$ cat config.mk
export PLATFORM = sky130hd
export DESIGN_NAME = rxfc_detect
export DESIGN_NICKNAME = d
export VERILOG_FILES = /design/src/rtl/rxfc_pkg.sv /design/src/rtl/rxfc_cfg_regs.sv /design/src/rtl/rxfc_char_match.sv /design/src/rtl/rxfc_seq.sv /design/src/rtl/rxfc_special.sv /design/src/rtl/rxfc_detect.sv
export SDC_FILE = /design/constraint.sdc
export NUM_CORES = 1
export LEC_CHECK = 0
export BUFFER_PORTS_ARGS = -buffer_cell sky130_fd_sc_hd__buf_4
export CAP_MARGIN = 20
export CORE_MARGIN = 1
export CORE_UTILIZATION = 25
export CTS_CLUSTER_DIAMETER = 30
export DETAILED_ROUTE_END_ITERATION = 8
export GPL_ROUTABILITY_DRIVEN = 0
export PLACE_DENSITY = 0.5
export SYNTH_ARGS = -nofsm -noshare
export SYNTH_HDL_FRONTEND = slang
export SYNTH_SLANG_ARGS = --single-unit
$ cat constraint.sdc
create_clock -name clk -period 2.2 [get_ports clk]
set_clock_uncertainty 0.05 [all_clocks]
set_input_delay 0.44 -clock clk [delete_from_list [all_inputs] [get_ports clk]]
set_output_delay 0.44 -clock clk [all_outputs]
set_load 0.005 [all_outputs]
$ cat src/rtl/rxfc_pkg.sv
// Package rxfc_pkg: shared encodings for the receive flow-control detector.
// Assumes the control field layout is fixed by the register map in the brief.
package rxfc_pkg;

    // Matching style for one direction (resume or pause)
    typedef enum logic [1:0] {
        FC_OFF     = 2'd0,
        FC_SINGLE1 = 2'd1,
        FC_SINGLE2 = 2'd2,
        FC_DUAL    = 2'd3
    } fc_mode_e;

    // Per-direction comparison result for the current character
    typedef struct packed {
        logic single; // complete match in a single-character mode
        logic first;  // first byte of a two-character pair
        logic second; // second byte of a two-character pair
    } match_t;

    localparam int unsigned ADDR_W       = 3;
    localparam int unsigned ADDR_ON1     = 0;
    localparam int unsigned ADDR_ON2     = 1;
    localparam int unsigned ADDR_OFF1    = 2;
    localparam int unsigned ADDR_OFF2    = 3;
    localparam int unsigned ADDR_CTL     = 4;
    localparam int unsigned CTL_SPEC_BIT = 4;

endpackage

$ cat src/rtl/rxfc_cfg_regs.sv
// Module rxfc_cfg_regs: holds the four match characters and the control
// field. Assumes DATA_W >= 5 so that the control bits fit in one write word.
module rxfc_cfg_regs
    import rxfc_pkg::*;
#(
    parameter int unsigned DATA_W = 8
) (
    input  logic              clk,
    input  logic              rst_n,
    input  logic              we,
    input  logic [ADDR_W-1:0] addr,
    input  logic [DATA_W-1:0] wdata,
    output logic [DATA_W-1:0] on1,
    output logic [DATA_W-1:0] on2,
    output logic [DATA_W-1:0] off1,
    output logic [DATA_W-1:0] off2,
    output fc_mode_e          mode_on,
    output fc_mode_e          mode_off,
    output logic              spec_req
);

    // Register file update; all features off after reset
    always_ff @(posedge clk) begin
        if (!rst_n) begin
            on1      <= '0;
            on2      <= '0;
            off1     <= '0;
            off2     <= '0;
            mode_on  <= FC_OFF;
            mode_off <= FC_OFF;
            spec_req <= 1'b0;
        end else if (we) begin
            case (addr)
                ADDR_W'(ADDR_ON1):  on1  <= wdata;
                ADDR_W'(ADDR_ON2):  on2  <= wdata;
                ADDR_W'(ADDR_OFF1): off1 <= wdata;
                ADDR_W'(ADDR_OFF2): off2 <= wdata;
                ADDR_W'(ADDR_CTL): begin
                    mode_on  <= fc_mode_e'(wdata[1:0]);
                    mode_off <= fc_mode_e'(wdata[3:2]);
                    spec_req <= wdata[CTL_SPEC_BIT];
                end
                default: ;
            endcase
        end
    end

    // the control field is cleared by reset
    p_reset_off_r1: assert property (@(posedge clk)
        !rst_n |=> (mode_on == FC_OFF && mode_off == FC_OFF && !spec_req));

endmodule

$ cat src/rtl/rxfc_char_match.sv
// Module rxfc_char_match: compares one character with one register pair
// under one direction's mode. Purely combinational.
module rxfc_char_match
    import rxfc_pkg::*;
#(
    parameter int unsigned DATA_W = 8
) (
    input  fc_mode_e          mode,
    input  logic [DATA_W-1:0] reg1,
    input  logic [DATA_W-1:0] reg2,
    input  logic [DATA_W-1:0] data,
    output match_t            hit
);

    logic eq1;
    logic eq2;

    // Bitwise equality, bit 0 against the character LSB
    always_comb begin
        eq1 = (data == reg1);
        eq2 = (data == reg2);
    end

    // Decode the mode into single, first and second hits
    always_comb begin
        hit.single = ((mode == FC_SINGLE1) && eq1) || ((mode == FC_SINGLE2) && eq2);
        hit.first  = (mode == FC_DUAL) && eq1;
        hit.second = (mode == FC_DUAL) && eq2;
    end

endmodule

$ cat src/rtl/rxfc_seq.sv
// Module rxfc_seq: decides pulses and FIFO writes per received character.
// It holds back the first byte of a possible pair and spills a second
// write into the next cycle. Assumes strobes are at least two cycles apart.
module rxfc_seq
    import rxfc_pkg::*;
#(
    parameter int unsigned DATA_W = 8
) (
    input  logic              clk,
    input  logic              rst_n,
    input  logic              rx_valid,
    input  logic [DATA_W-1:0] rx_data,
    input  match_t            on_hit,
    input  match_t            off_hit,
    output logic              fifo_we,
    output logic [DATA_W-1:0] fifo_wdata,
    output logic              tx_pause,
    output logic              tx_resume
);

    logic              pend_on;
    logic              pend_off;
    logic [DATA_W-1:0] pend_byte;
    logic              spill_v;
    logic [DATA_W-1:0] spill_d;

    logic pend_any;
    logic done_off;
    logic done_on;
    logic fresh_pause;
    logic fresh_resume;
    logic fresh_hold;
    logic fresh_write;
    logic n_pause;
    logic n_resume;
    logic n_wr;
    logic [DATA_W-1:0] n_wd;
    logic n_spill;
    logic n_pon;
    logic n_poff;

    // Judge the current byte as a fresh byte, pause first
    always_comb begin
        fresh_pause  = off_hit.single;
        fresh_resume = !off_hit.single && on_hit.single;
        fresh_hold   = !off_hit.single && !on_hit.single && (on_hit.first || off_hit.first);
        fresh_write  = !off_hit.single && !on_hit.single && !on_hit.first && !off_hit.first;
    end

    // Combine a held byte with the current byte
    always_comb begin
        pend_any = pend_on || pend_off;
        done_off = pend_off && off_hit.second;
        done_on  = pend_on && on_hit.second && !done_off;
        n_pause  = 1'b0;
        n_resume = 1'b0;
        n_wr     = 1'b0;
        n_wd     = rx_data;
        n_spill  = 1'b0;
        n_pon    = 1'b0;
        n_poff   = 1'b0;
        if (done_off) begin
            n_pause = 1'b1;
        end else if (done_on) begin
            n_resume = 1'b1;
        end else begin
            n_pause  = fresh_pause;
            n_resume = fresh_resume;
            n_pon    = fresh_hold && on_hit.first;
            n_poff   = fresh_hold && off_hit.first;
            if (pend_any) begin
                n_wr    = 1'b1;
                n_wd    = pend_byte;
                n_spill = fresh_write;
            end else begin
                n_wr = fresh_write;
            end
        end
    end

    // Output, hold and spill registers
    always_ff @(posedge clk) begin
        if (!rst_n) begin
            pend_on    <= 1'b0;
            pend_off   <= 1'b0;
            pend_byte  <= '0;
            spill_v    <= 1'b0;
            spill_d    <= '0;
            fifo_we    <= 1'b0;
            fifo_wdata <= '0;
            tx_pause   <= 1'b0;
            tx_resume  <= 1'b0;
        end else begin
            fifo_we   <= 1'b0;
            tx_pause  <= 1'b0;
            tx_resume <= 1'b0;
            spill_v   <= 1'b0;
            if (spill_v) begin
                fifo_we    <= 1'b1;
                fifo_wdata <= spill_d;
            end
            if (rx_valid) begin
                tx_pause  <= n_pause;
                tx_resume <= n_resume;
                fifo_we   <= n_wr;
                if (n_wr) begin
                    fifo_wdata <= n_wd;
                end
                spill_v  <= n_spill;
                spill_d  <= rx_data;
                pend_on  <= n_pon;
                pend_off <= n_poff;
                if (n_pon || n_poff) begin
                    pend_byte <= rx_data;
                end
            end
        end
    end

    // input strobes are spaced by at least two cycles
    p_rx_spacing_r12: assert property (@(posedge clk) disable iff (!rst_n)
        rx_valid |=> !rx_valid);

    // never both requests at once
    p_one_request_r7: assert property (@(posedge clk) disable iff (!rst_n)
        !(tx_pause && tx_resume));

    // a request lasts one cycle
    p_pause_pulse_r4: assert property (@(posedge clk) disable iff (!rst_n)
        tx_pause |=> !tx_pause);

    // with nothing held, an unmatched byte is written unchanged
    p_passthrough_r8: assert property (@(posedge clk) disable iff (!rst_n)
        (rx_valid && !pend_any && fresh_write)
        |=> (fifo_we && fifo_wdata == $past(rx_data)));

    // a completed pair writes nothing in the following cycle
    p_pair_drop_r5: assert property (@(posedge clk) disable iff (!rst_n)
        (rx_valid && (done_off || done_on)) |=> !fifo_we);

    // a spilled write follows the held byte's write
    p_spill_order_r6: assert property (@(posedge clk) disable iff (!rst_n)
        spill_v |-> fifo_we);

endmodule

$ cat src/rtl/rxfc_special.sv
// Module rxfc_special: sticky special-character flag, compared against the
// second pause register. The enable is gated by the caller.
module rxfc_special #(
    parameter int unsigned DATA_W = 8
) (
    input  logic              clk,
    input  logic              rst_n,
    input  logic              enable,
    input  logic              rx_valid,
    input  logic [DATA_W-1:0] rx_data,
    input  logic [DATA_W-1:0] ref_char,
    input  logic              status_rd,
    output logic              flag
);

    logic hit;

    // Special match for the current byte
    always_comb begin
        hit = enable && rx_valid && (rx_data == ref_char);
    end

    // Set wins over a read in the same cycle
    always_ff @(posedge clk) begin
        if (!rst_n) begin
            flag <= 1'b0;
        end else if (hit) begin
            flag <= 1'b1;
        end else if (status_rd) begin
            flag <= 1'b0;
        end
    end

    // the flag holds until a read
    p_flag_sticky_r11: assert property (@(posedge clk) disable iff (!rst_n)
        (flag && !status_rd) |=> flag);

    // a read with no new match clears it
    p_flag_clear_r11: assert property (@(posedge clk) disable iff (!rst_n)
        (status_rd && !hit) |=> !flag);

    // the flag rises only after a received character
    p_flag_cause_r9: assert property (@(posedge clk) disable iff (!rst_n)
        $rose(flag) |-> $past(rx_valid));

endmodule

$ cat src/rtl/rxfc_detect.sv
// Module rxfc_detect: receive flow-control character detector top level.
// Wires the register file, two direction matchers (index 0 = resume,
// 1 = pause), the sequencer and the special-character flag.
module rxfc_detect
    import rxfc_pkg::*;
#(
    parameter int unsigned DATA_W = 8
) (
    input  logic              clk,
    input  logic              rst_n,
    input  logic              cfg_we,
    input  logic [2:0]        cfg_addr,
    input  logic [DATA_W-1:0] cfg_wdata,
    input  logic              rx_valid,
    input  logic [DATA_W-1:0] rx_data,
    input  logic              status_rd,
    output logic              fifo_we,
    output logic [DATA_W-1:0] fifo_wdata,
    output logic              tx_pause,
    output logic              tx_resume,
    output logic              spec_flag
);

    localparam int unsigned NDIR = 2;

    logic [DATA_W-1:0] on1, on2, off1, off2;
    fc_mode_e          mode_on, mode_off;
    logic              spec_req;
    logic              spec_en;

    logic [DATA_W-1:0] pair_r1   [NDIR];
    logic [DATA_W-1:0] pair_r2   [NDIR];
    fc_mode_e          pair_mode [NDIR];
    match_t            hit       [NDIR];

    rxfc_cfg_regs #(.DATA_W(DATA_W)) u_cfg (
        .clk      (clk),
        .rst_n    (rst_n),
        .we       (cfg_we),
        .addr     (cfg_addr),
        .wdata    (cfg_wdata),
        .on1      (on1),
        .on2      (on2),
        .off1     (off1),
        .off2     (off2),
        .mode_on  (mode_on),
        .mode_off (mode_off),
        .spec_req (spec_req)
    );

    // Route each register pair to its direction slot
    always_comb begin
        pair_r1[0]   = on1;
        pair_r2[0]   = on2;
        pair_mode[0] = mode_on;
        pair_r1[1]   = off1;
        pair_r2[1]   = off2;
        pair_mode[1] = mode_off;
    end

    for (genvar g = 0; g < NDIR; g++) begin : g_dir
        rxfc_char_match #(.DATA_W(DATA_W)) u_match (
            .mode (pair_mode[g]),
            .reg1 (pair_r1[g]),
            .reg2 (pair_r2[g]),
            .data (rx_data),
            .hit  (hit[g])
        );
    end

    rxfc_seq #(.DATA_W(DATA_W)) u_seq (
        .clk        (clk),
        .rst_n      (rst_n),
        .rx_valid   (rx_valid),
        .rx_data    (rx_data),
        .on_hit     (hit[0]),
        .off_hit    (hit[1]),
        .fifo_we    (fifo_we),
        .fifo_wdata (fifo_wdata),
        .tx_pause   (tx_pause),
        .tx_resume  (tx_resume)
    );

    // Special detect only while software flow control is fully off
    always_comb begin
        spec_en = spec_req && (mode_on == FC_OFF) && (mode_off == FC_OFF);
    end

    rxfc_special #(.DATA_W(DATA_W)) u_spec (
        .clk       (clk),
        .rst_n     (rst_n),
        .enable    (spec_en),
        .rx_valid  (rx_valid),
        .rx_data   (rx_data),
        .ref_char  (off2),
        .status_rd (status_rd),
        .flag      (spec_flag)
    );

    // no flag rise while a flow-control mode is active
    p_spec_gated_r10: assert property (@(posedge clk) disable iff (!rst_n)
        (rx_valid && (mode_on != FC_OFF || mode_off != FC_OFF) && !spec_flag)
        |=> !spec_flag);

endmodule

Word level (Yosys, flattened, before mapping)
Cells that the tools add are included.
{"block": "word_totals", "out_inout_bits": 12, "in_bits": 24, "ff_bits": 68, "elab_cells": 99}
{"block": "classes", "n_bitwise": 3, "eq_ne": 14, "n_mux": 20, "n_reduce_logical": 45}
{"op": "8-bit 2-to-1 mux", "count": 6}
{"op": "8-bit equality test", "count": 4}
{"op": "1-bit logical AND", "count": 22}
{"op": "1-bit 2-to-1 mux", "count": 14}
{"op": "2-bit AND reduction", "count": 7}
{"op": "2-bit equality test (second input constant)", "count": 4}
{"op": "3-bit by 2-bit equality test with 1-bit output (second input constant)", "count": 2}
{"op": "1-bit logical NOT", "count": 5}
{"op": "1-bit logical OR", "count": 5}
{"op": "5-bit OR reduction", "count": 1}
{"op": "2-bit by 1-bit equality test with 1-bit output (second input constant)", "count": 2}
{"op": "2-bit logical NOT", "count": 2}
{"op": "3-bit by 1-bit equality test with 1-bit output (second input constant)", "count": 1}
{"op": "3-bit equality test (second input constant)", "count": 1}
{"op": "3-bit logical NOT", "count": 1}
{"op": "1-bit inverter", "count": 3}
{"op": "3-bit OR reduction", "count": 1}
{"op": "2-bit nonzero test", "count": 1}

Longest topological paths before layout
Gate-level depths: netlist (run 1).
{"block": "logic_depth", "depth_word": 12, "ltp_mapped": 9, "ltp_nobuf": 7}

By module
From an unflattened synthesis (run 1), not the netlist that was laid out.
{"block": "unflattened", "cells_unflattened": 363, "hier_area_um2": 3433.3}
{"mod": "rxfc_seq", "area_per_inst_um2": 1506.4, "seq_area_each_um2": 600.6, "cells_each": 156, "n_inst": 1}
{"mod": "rxfc_cfg_regs", "area_per_inst_um2": 1383.8, "seq_area_each_um2": 740.7, "cells_each": 134, "n_inst": 1}
{"mod": "rxfc_char_match", "area_per_inst_um2": 202.7, "seq_area_each_um2": 0.0, "cells_each": 28, "n_inst": 2}
{"mod": "rxfc_special", "area_per_inst_um2": 125.1, "seq_area_each_um2": 20.0, "cells_each": 15, "n_inst": 1}
{"mod": "rxfc_detect", "area_per_inst_um2": 12.5, "seq_area_each_um2": 0.0, "cells_each": 2, "n_inst": 1}

Least setup slack after synthesis (run 1)
Ideal clock, no wire load.
{"block": "synth_path", "path_type": "input to register", "startpoint": "input port rx_data[3]", "endpoint": "register u_seq.fifo_wdata[0]", "stages": 7, "t_required_ps": 2028, "arrival_time_ps": 2118, "setup_time_ps": 122, "path_buffers": 1, "path_slack_ps": -90, "path_cell_list": "buf_6 -> xor2_1 -> nor4_2 -> nand4_2 -> o211ai_4 -> mux2_2 -> o311a_1"}
{"block": "synth_via", "elab_chain_len": 12, "word_cells_on_any_way": 32, "classes_between": "eq/ne (4); mux (7); reduce/logical (21)"}
{"item": "start, declared", "line": "rxfc_detect.sv:15", "source": "input logic [DATA_W-1:0] rx_data,"}
{"item": "8-bit equality test, on equally long branches", "line": "rxfc_char_match.sv:20, rxfc_char_match.sv:21"}
{"item": "1-bit logical AND", "line": "rxfc_char_match.sv:26", "source": "hit.single = ((mode == FC_SINGLE1) && eq1) || ((mode == FC_SINGLE2) && eq2);"}
{"item": "1-bit logical OR", "line": "rxfc_char_match.sv:26"}
{"item": "1-bit logical NOT", "line": "rxfc_seq.sv:47", "source": "fresh_write = !off_hit.single && !on_hit.single && !on_hit.first && !off_hit.first;"}
{"item": "1-bit logical AND (3 in a row)", "line": "rxfc_seq.sv:47"}
{"item": "1-bit 2-to-1 mux", "line": "rxfc_seq.sv:71", "source": "if (pend_any) begin"}
{"item": "1-bit 2-to-1 mux", "line": "rxfc_seq.sv:64", "source": "end else if (done_on) begin"}
{"item": "1-bit 2-to-1 mux", "line": "rxfc_seq.sv:62", "source": "if (done_off) begin"}
{"item": "8-bit 2-to-1 mux (*)", "line": "rxfc_seq.sv:106", "source": "if (n_wr) begin"}
{"item": "8-bit 2-to-1 mux (*)", "line": "rxfc_seq.sv:102", "source": "if (rx_valid) begin"}
{"item": "end signal, assigned", "line": "rxfc_seq.sv:100", "source": "fifo_wdata <= spill_d;"}
{"item": "end signal, assigned", "line": "rxfc_seq.sv:107", "source": "fifo_wdata <= n_wd;"}
{"item": "end, declared", "line": "rxfc_seq.sv:16", "source": "output logic [DATA_W-1:0] fifo_wdata,"}
Every way passes the cells marked *; elsewhere a longest branch is shown, timed or not.
A chain may end at the register's enable or synchronous reset.

Worst setup path in the final report (run 1)
{"block": "layout_path", "startpoint": "register u_cfg.off2[7]", "endpoint": "register u_seq.fifo_wdata[0]"}
{"block": "layout_via", "elab_chain_len": 12, "word_cells_on_any_way": 18, "classes_between": "eq/ne (1); mux (7); reduce/logical (10)"}
{"item": "start, declared", "line": "rxfc_cfg_regs.sv:16", "source": "output logic [DATA_W-1:0] off2,"}
{"item": "start signal, assigned", "line": "rxfc_cfg_regs.sv:37", "source": "ADDR_W'(ADDR_OFF2): off2 <= wdata;"}
{"item": "8-bit equality test (*)", "line": "rxfc_char_match.sv:21", "source": "eq2 = (data == reg2);"}
{"item": "1-bit logical AND", "line": "rxfc_char_match.sv:26"}
{"item": "1-bit logical OR", "line": "rxfc_char_match.sv:26"}
{"item": "1-bit logical NOT", "line": "rxfc_seq.sv:47"}
{"item": "1-bit logical AND (3 in a row)", "line": "rxfc_seq.sv:47"}
{"item": "1-bit 2-to-1 mux", "line": "rxfc_seq.sv:71"}
{"item": "1-bit 2-to-1 mux", "line": "rxfc_seq.sv:64"}
{"item": "1-bit 2-to-1 mux", "line": "rxfc_seq.sv:62"}
{"item": "8-bit 2-to-1 mux (*)", "line": "rxfc_seq.sv:106"}
{"item": "8-bit 2-to-1 mux (*)", "line": "rxfc_seq.sv:102"}
Marked as above.

==> results of run 1 <==
[layout by cell type, fill, tap and decap left out, types with 2 or more instances in the layout]
cell type,netlist,layout
nor4_1,2,2
xor2_1,16,16
or2_2,2,2
nand3_1,16,16
nor2_1,6,6
and2_1,2,2
xnor2_2,2,2
a21oi_1,4,4
and3_1,9,9
xnor2_1,14,14
clkinv_2,0,2
nand2b_1,3,3
buf_4,3,61
nor2b_1,20,20
a21boi_0,32,32
nor4_2,4,4
mux2i_1,27,27
mux2_4,0,2
o21ai_0,17,17
nand2_1,80,80
o21a_1,2,2
buf_12,0,2
o311a_1,2,2
nand4_1,3,3
clkbuf_16,0,9
clkinv_4,0,2
dfxtp_1,68,68
[worst max path at each step]
stage / cells past startpoint / startpoint / to / slack (ns)
finish: 6 / u_cfg.off2[7] / u_seq.fifo_wdata[0] / 0.07
global route: 6 / u_cfg.off2[3] / u_seq.fifo_wdata[0] / 0.0003
CTS: 8 / u_cfg.off2[7] / u_seq.fifo_wdata[4] / 0.04
detailed placement: 9 / rx_data[4] / u_seq.fifo_wdata[4] / -0.24
global placement: 7 / rx_data[4] / u_seq.fifo_wdata[1] / -0.20
floorplan: 7 / rx_data[4] / u_seq.fifo_wdata[0] / -0.05
[Yosys cell counts, types with 4 or more instances]
| library cell | number | area [um2] |
|---|---|---|
| nand3_1 | 16 | 80.1 |
| nor2_1 | 6 | 22.5 |
| xnor2_1 | 14 | 123 |
| nor2b_1 | 20 | 125 |
| dfxtp_1 | 68 | 1360 |
| clkbuf_1 | 13 | 48.8 |
| buf_6 | 7 | 78.8 |
| nor4_2 | 4 | 50.1 |
| a21boi_0 | 32 | 240 |
| o21ai_0 | 17 | 85.1 |
| and3_1 | 9 | 56.3 |
| a21oi_1 | 4 | 20.0 |
| mux2i_1 | 27 | 270 |
| nand2_1 | 80 | 300 |
| xor2_1 | 16 | 140 |
[layout make-up]
type / instances / share of cell area [%]
multi-input combinational: 284 / 44.4
sequential: 68 / 31.9
timing repair buffer: 63 / 11.7
clock buffer: 10 / 5.36
tap: 176 / 5.15
clock inverter: 6 / 1.52
inverter: 1 / 0.0878
[per-layer routing]
| layer | GRT usage, % | vias up | routed length (um) |
|---|---|---|---|
| li1 | - | 1384 | - |
| met1 | 17.6 | 1264 | 4400 |
| met2 | 20.4 | 46 | 4020 |
| met3 | 3.59 | 7 | 284 |
| met4 | 3.56 | 0 | 72 |
| met5 | 0 | - | 0 |
[worst max-delay path: stages, from the launching register on]
cell,delay (ns)
dfxtp_1,0.37
xnor2_1,0.13
nand4_1,0.18
or3_1,0.47
o211ai_4,0.21
mux2_4,0.34
o311a_1,0.28
[power by group through the flow]
stage | clock network [uW] | logic, uW | registers [uW]
2_1_floorplan | 0 | 175 | 1310
3_3_place_gp | 0 | 292 | 1320
3_5_place_dp | 0 | 297 | 1320
4_1_cts | 1450 | 297 | 1290
5_1_grt | 1520 | 320 | 1290
6_report | 1420 | 292 | 1290
[registers in the layout, indices dropped and copies added, names as in the netlist]
signal	count
u_cfg.mode_off	2
u_cfg.mode_on	2
u_cfg.off1	8
u_cfg.off2	8
u_cfg.on1	8
u_cfg.on2	8
u_cfg.spec_req	1
u_seq.fifo_wdata	8
u_seq.fifo_we	1
u_seq.pend_byte	8
u_seq.pend_off	1
u_seq.pend_on	1
u_seq.spill_d	8
u_seq.spill_v	1
u_seq.tx_pause	1
u_seq.tx_resume	1
u_spec.flag	1
[kinds of logic after synthesis]
group	share of synthesized area, %
XOR/XNOR	8.64
multiplexers	8.57
buffers and inverters	4.91
AO/OA/AOI/OAI	14.0
AND/OR/NAND/NOR	24.0
flip-flops	39.9
[through the flow]
| stage | utilization [%] | hold WS, ns | setup TNS [ns] | total power, uW | area (um2) |
|---|---|---|---|---|---|
| 6_report | 32.1 | 0.351 | 0 | 3000 | 4270 |
| 5_1_grt | 32.1 | 0.348 | 0 | 3130 | 4270 |
| 4_1_cts | 32.1 | 0.344 | 0 | 3040 | 4270 |
| 3_5_place_dp | 29.9 | 0.404 | -3.29 | 1610 | 3980 |
| 3_3_place_gp | 29.9 | 0.396 | -2.85 | 1610 | 3980 |
| 2_1_floorplan | - | 0.385 | -0.0998 | 1490 | 3430 |
==> metrics, run 1 <==
largest net degree at the start of global routing 64; Arr. time, crit path roughly 2.3 ns; element type at the critical path end flip-flop; Post-CTS Setup Inserts 0; outcome finished clean; Final #Nets roughly 450; Post-synth top flop dfxtp_1; syn nets 403; flop2flop setup slack 0.07 ns; f_max 470 MHz; first-pass GRT wire length 14.1 mm; critical path data required time 2.36 ns; clock latency on the worst-skew pair 0.33 ns; VDD IR-drop max around 0.36 mV; vias per cell 4.44; Ant. Diodes 0; worst reg-to-reg path cell count 6; non-filler cells, final between 600 and 700; Net Sw Frac 23.8%; crit path time final roughly 2.1 ns; number of clock buffers inserted by TritonCTS 9; Initial Utilization 25.7%; antenna viol nets, final 0; CP Launch Type flip-flop; I/O pin cnt 36; 1st-pass router iterations 4; CTS tree built; Max Cap Violations 0; FP Rows 42; final-report max-slew violation count 0; clk slew on worst S/H paths 0.06 ns; crit path kind flip-flop to flip-flop; Post-synth EDFFs 0; Async SR Flop Fraction 0%; Crit Reg-Reg Startpoint u_cfg.off2[7]; CTS max path bufs 2; via count 2701; Final Hold Vio Count 0; Synth Register Bits 68; Hold Path Class primary input to flip-flop; Post-Place Setup Slack -0.236 ns; routed length per instance 14.4 um; Clock Tree Root clkbuf_16; vias in the first global route 2588; sequential share of the synthesized area 39.9%; dpl hpwl 6.61 mm; Buffers on Ports 35; Int Pwr 2290 uW; Congestion Overflow GR 0; synth warn 0; Clk pwr share 47.3%; share of layout cells above drive strength 1 22.5%; Hold Path End u_cfg.on2[5]; DR DRC count 0; hold depth 3; worst setup margin 0.0706 ns; RSZ-0062 raised after global routing false; worst slew pin tran 0.580 ns; crit-path max FO 8; Die H around 120 um; Comb pwr share approximately a tenth; Max-slew headroom 61.3%; Sequential Power Share 43.0%; Leak Pwr 0.00163 uW; Power Density around 700 nW/um2; Mapped Cells 379; Hold Startpoint cfg_wdata[5]; final setup violation count 0; placed insts 592; Die Area 14100 um2; Final Routed Wirelength about 8.8 mm; Resize count post-CTS 0; number of clock sinks a little under 70; register area 1360 um2; Distinct cells, synth 47; Synth Area per Inst 9.01 um2; CTS Hold Bufs 0; total track usage 13.1%; Area Growth Syn to Fin 25.1%; FF-to-FF End u_seq.fifo_wdata[0]; core outline area around 13000 um2; H-tree depth 3; filler cell count 1444; number of DRC markers in iteration 0 around 120; initial antenna violation count 0; sw power 714 uW; Die Width ~120 um; final worst-path cycle share 96.8%; Mapped Area 3420 um2; multi-input logic area 1900 um2
Note: power is estimated with default switching activity, not from simulation.
==> run 2: changes to the inputs <==
==> constraint.sdc (replaced) <==
create_clock -name clk -period 2.2 [get_ports clk]
set_clock_uncertainty 0.05 [all_clocks]
set_input_delay 0.11 -clock clk [delete_from_list [all_inputs] [get_ports clk]]
set_output_delay 0.11 -clock clk [all_outputs]
set_load 0.005 [all_outputs]
==> run 2 against run 1 <==
Hold slack lost 0.34 ns. Wire length shrank 3.9%. Clock power grew 9.9%. Worst setup slack gained 0.035 ns. Combinational power shrank 7.9%. Cell area shrank 1.4%. Die area is the same. Highest routed layer unchanged.
==> metrics, run 2 (synthesis results as in run 1) <==
hold depth 3 (unchanged); crit-path max FO 6 (was 8); Die H 119 um (unchanged); Initial Utilization 25.7% (unchanged); number of DRC markers in iteration 0 114 (was 116); crit path kind flip-flop to flip-flop (unchanged); sw power 728 uW (was 714 uW); number of clock buffers inserted by TritonCTS 9 (unchanged); Buffers on Ports 35 (unchanged); register area 1370 um2 (was 1360 um2); Comb pwr share 8.6% (was 9.7%); clock latency on the worst-skew pair 0.34 ns (was 0.33 ns); dpl hpwl 6.14 mm (was 6.61 mm); DR DRC count 0 (unchanged); CTS tree built (unchanged); final-report max-slew violation count 0 (unchanged); first-pass GRT wire length 14.1 mm (about the same); most frequent cells in the layout 80 x nand2_1, 65 x dfxtp_1, 48 x buf_4 (was 80 x nand2_1, 68 x dfxtp_1, 61 x buf_4); crit path time final 2.09 ns (was 2.13 ns); Final Hold Vio Count 0 (unchanged); CTS max path bufs 2 (unchanged); Ant. Diodes 0 (unchanged); multi-input logic area 1900 um2 (about the same); clk slew on worst S/H paths 0.06 ns (about the same); antenna viol nets, final 0 (unchanged); routed length per instance 14.2 um (was 14.4 um); RSZ-0062 raised after global routing false (unchanged); Int Pwr 2390 uW (was 2290 uW); Die Area 14100 um2 (unchanged); Max-slew headroom 56.3% (was 61.3%); 1st-pass router iterations 4 (unchanged); Clk pwr share 50.1% (was 47.3%); final setup violation count 0 (unchanged); Area Growth Syn to Fin 23.4% (was 25.1%); Sequential Power Share 41.3% (was 43.0%); FP Rows 42 (unchanged); total track usage 12.8% (was 13.1%); Fin Setup TNS 0 ns (unchanged); Final Util 31.7% (was 32.1%); Final #Nets 438 (was 451); Net Sw Frac 23.3% (was 23.8%); VDD IR-drop max 0.428 mV (was 0.360 mV); vias in the first global route 2673 (was 2588); Critical path buffers and inverters 0 (unchanged); worst slew pin tran 0.655 ns (was 0.580 ns); Hold Path Class primary input to flip-flop (unchanged); element type at the critical path end flip-flop (unchanged); outcome finished clean (unchanged); core outline area 13300 um2 (unchanged); max incr delay on CP 0.45 ns (was 0.47 ns); CP Depth 6 (unchanged); number of clock sinks 68 (unchanged); critical path data required time 2.37 ns (was 2.36 ns); Arr. time, crit path 2.26 ns (was 2.29 ns); I/O pin cnt 36 (unchanged); CP Cell Sequence xnor2_1 > nand4_1 > or3_4 > o211ai_4 > mux2_2 > o311a_1 (was xnor2_1 > nand4_1 > or3_1 > o211ai_4 > mux2_4 > o311a_1); worst reg-to-reg path cell count 6 (unchanged); via count 2654 (was 2701); H-tree depth 3 (unchanged); vias per cell 4.46 (was 4.44); Leak Pwr 0.00157 uW (was 0.00163 uW); f_max 478 MHz (was 470 MHz); commonest non-fill, non-tap cell in the layout nand2_1 (unchanged); Clock Tree Root clkbuf_16 (unchanged); share of layout cells above drive strength 1 21.5% (was 22.5%); Die Width 119 um (unchanged); Max Cap Violations 0 (unchanged); Critical-path top delay cell or3_4 (was or3_1); Final Routed Wirelength 8.43 mm (was 8.77 mm); CP Launch Type flip-flop (unchanged); CP delay by family, top simple AND/OR/NAND/NOR gates (unchanged); Power Density 740 nW/um2 (was 703 nW/um2); final worst-path cycle share 95.2% (was 96.8%); initial antenna violation count 0 (unchanged); filler cell count 1387 (was 1444); largest net degree at the start of global routing 77 (was 64); Congestion Overflow GR 0 (unchanged)
[run 2: final timing paths]
check	from	end	slack, ns
min	cfg_wdata[5]	u_cfg.off1[5]	0.006
min reg2reg	u_seq.pend_byte[4]	u_seq.pend_byte[4]	0.40
max	u_cfg.off2[7]	u_seq.fifo_wdata[1]	0.11
max reg2reg	u_cfg.off2[7]	u_seq.fifo_wdata[1]	0.11
[run 2: area by class of cell]
class	instances	area share, %
multi-input combinational	284	45.1
sequential	68	32.4
timing repair buffer	50	9.50
clock buffer	9	5.34
tap	176	5.23
clock inverter	7	2.38
inverter	1	0.0891
[run 2: repair_timing]
action	in CTS	in global routing
gates resized for setup	0	9
pin swaps	1	2
hold buffers	0	0
endpoints found under the hold margin	0	0
setup endpoints to repair	1	13
setup buffers	3	2
[run 2: through the flow]
step / std cells / setup slack [ns] / total power [uW] / hold slack (ns) / instance area (um2)
final: 595 / 0.106 / 3120 / 0.00635 / 4210
after global routing: 595 / 0.00942 / 3250 / 0.0133 / 4210
after CTS: 593 / 0.0343 / 3150 / 0.00112 / 4180
after detailed placement: 574 / 0.0140 / 1590 / 0.360 / 3830
after global placement: 574 / 0.0316 / 1580 / 0.349 / 3830
after floorplan: 379 / 0.186 / 1480 / 0.205 / 3420
[run 2: power groups by stage]
| stage | clock network (uW) | logic (uW) | registers [uW] |
|---|---|---|---|
| 2_1_floorplan | 0 | 173 | 1310 |
| 3_3_place_gp | 0 | 268 | 1320 |
| 3_5_place_dp | 0 | 272 | 1320 |
| 4_1_cts | 1590 | 272 | 1290 |
| 5_1_grt | 1660 | 296 | 1290 |
| 6_report | 1560 | 269 | 1290 |
[run 2: worst min-delay path, stage by stage]
cell      delay [ns]
buf_4           0.12
nand2_1         0.05
a21boi_0        0.06
[run 2: per-layer routing]
| metal | GRT usage [%] | part of all wire, % |
|---|---|---|
| met3 | 3.30 | 3.3 |
| met1 | 15.9 | 47 |
| met2 | 21.5 | 49 |
| met4 | 4.35 | 1.3 |
| met5 | 0 | 0 |
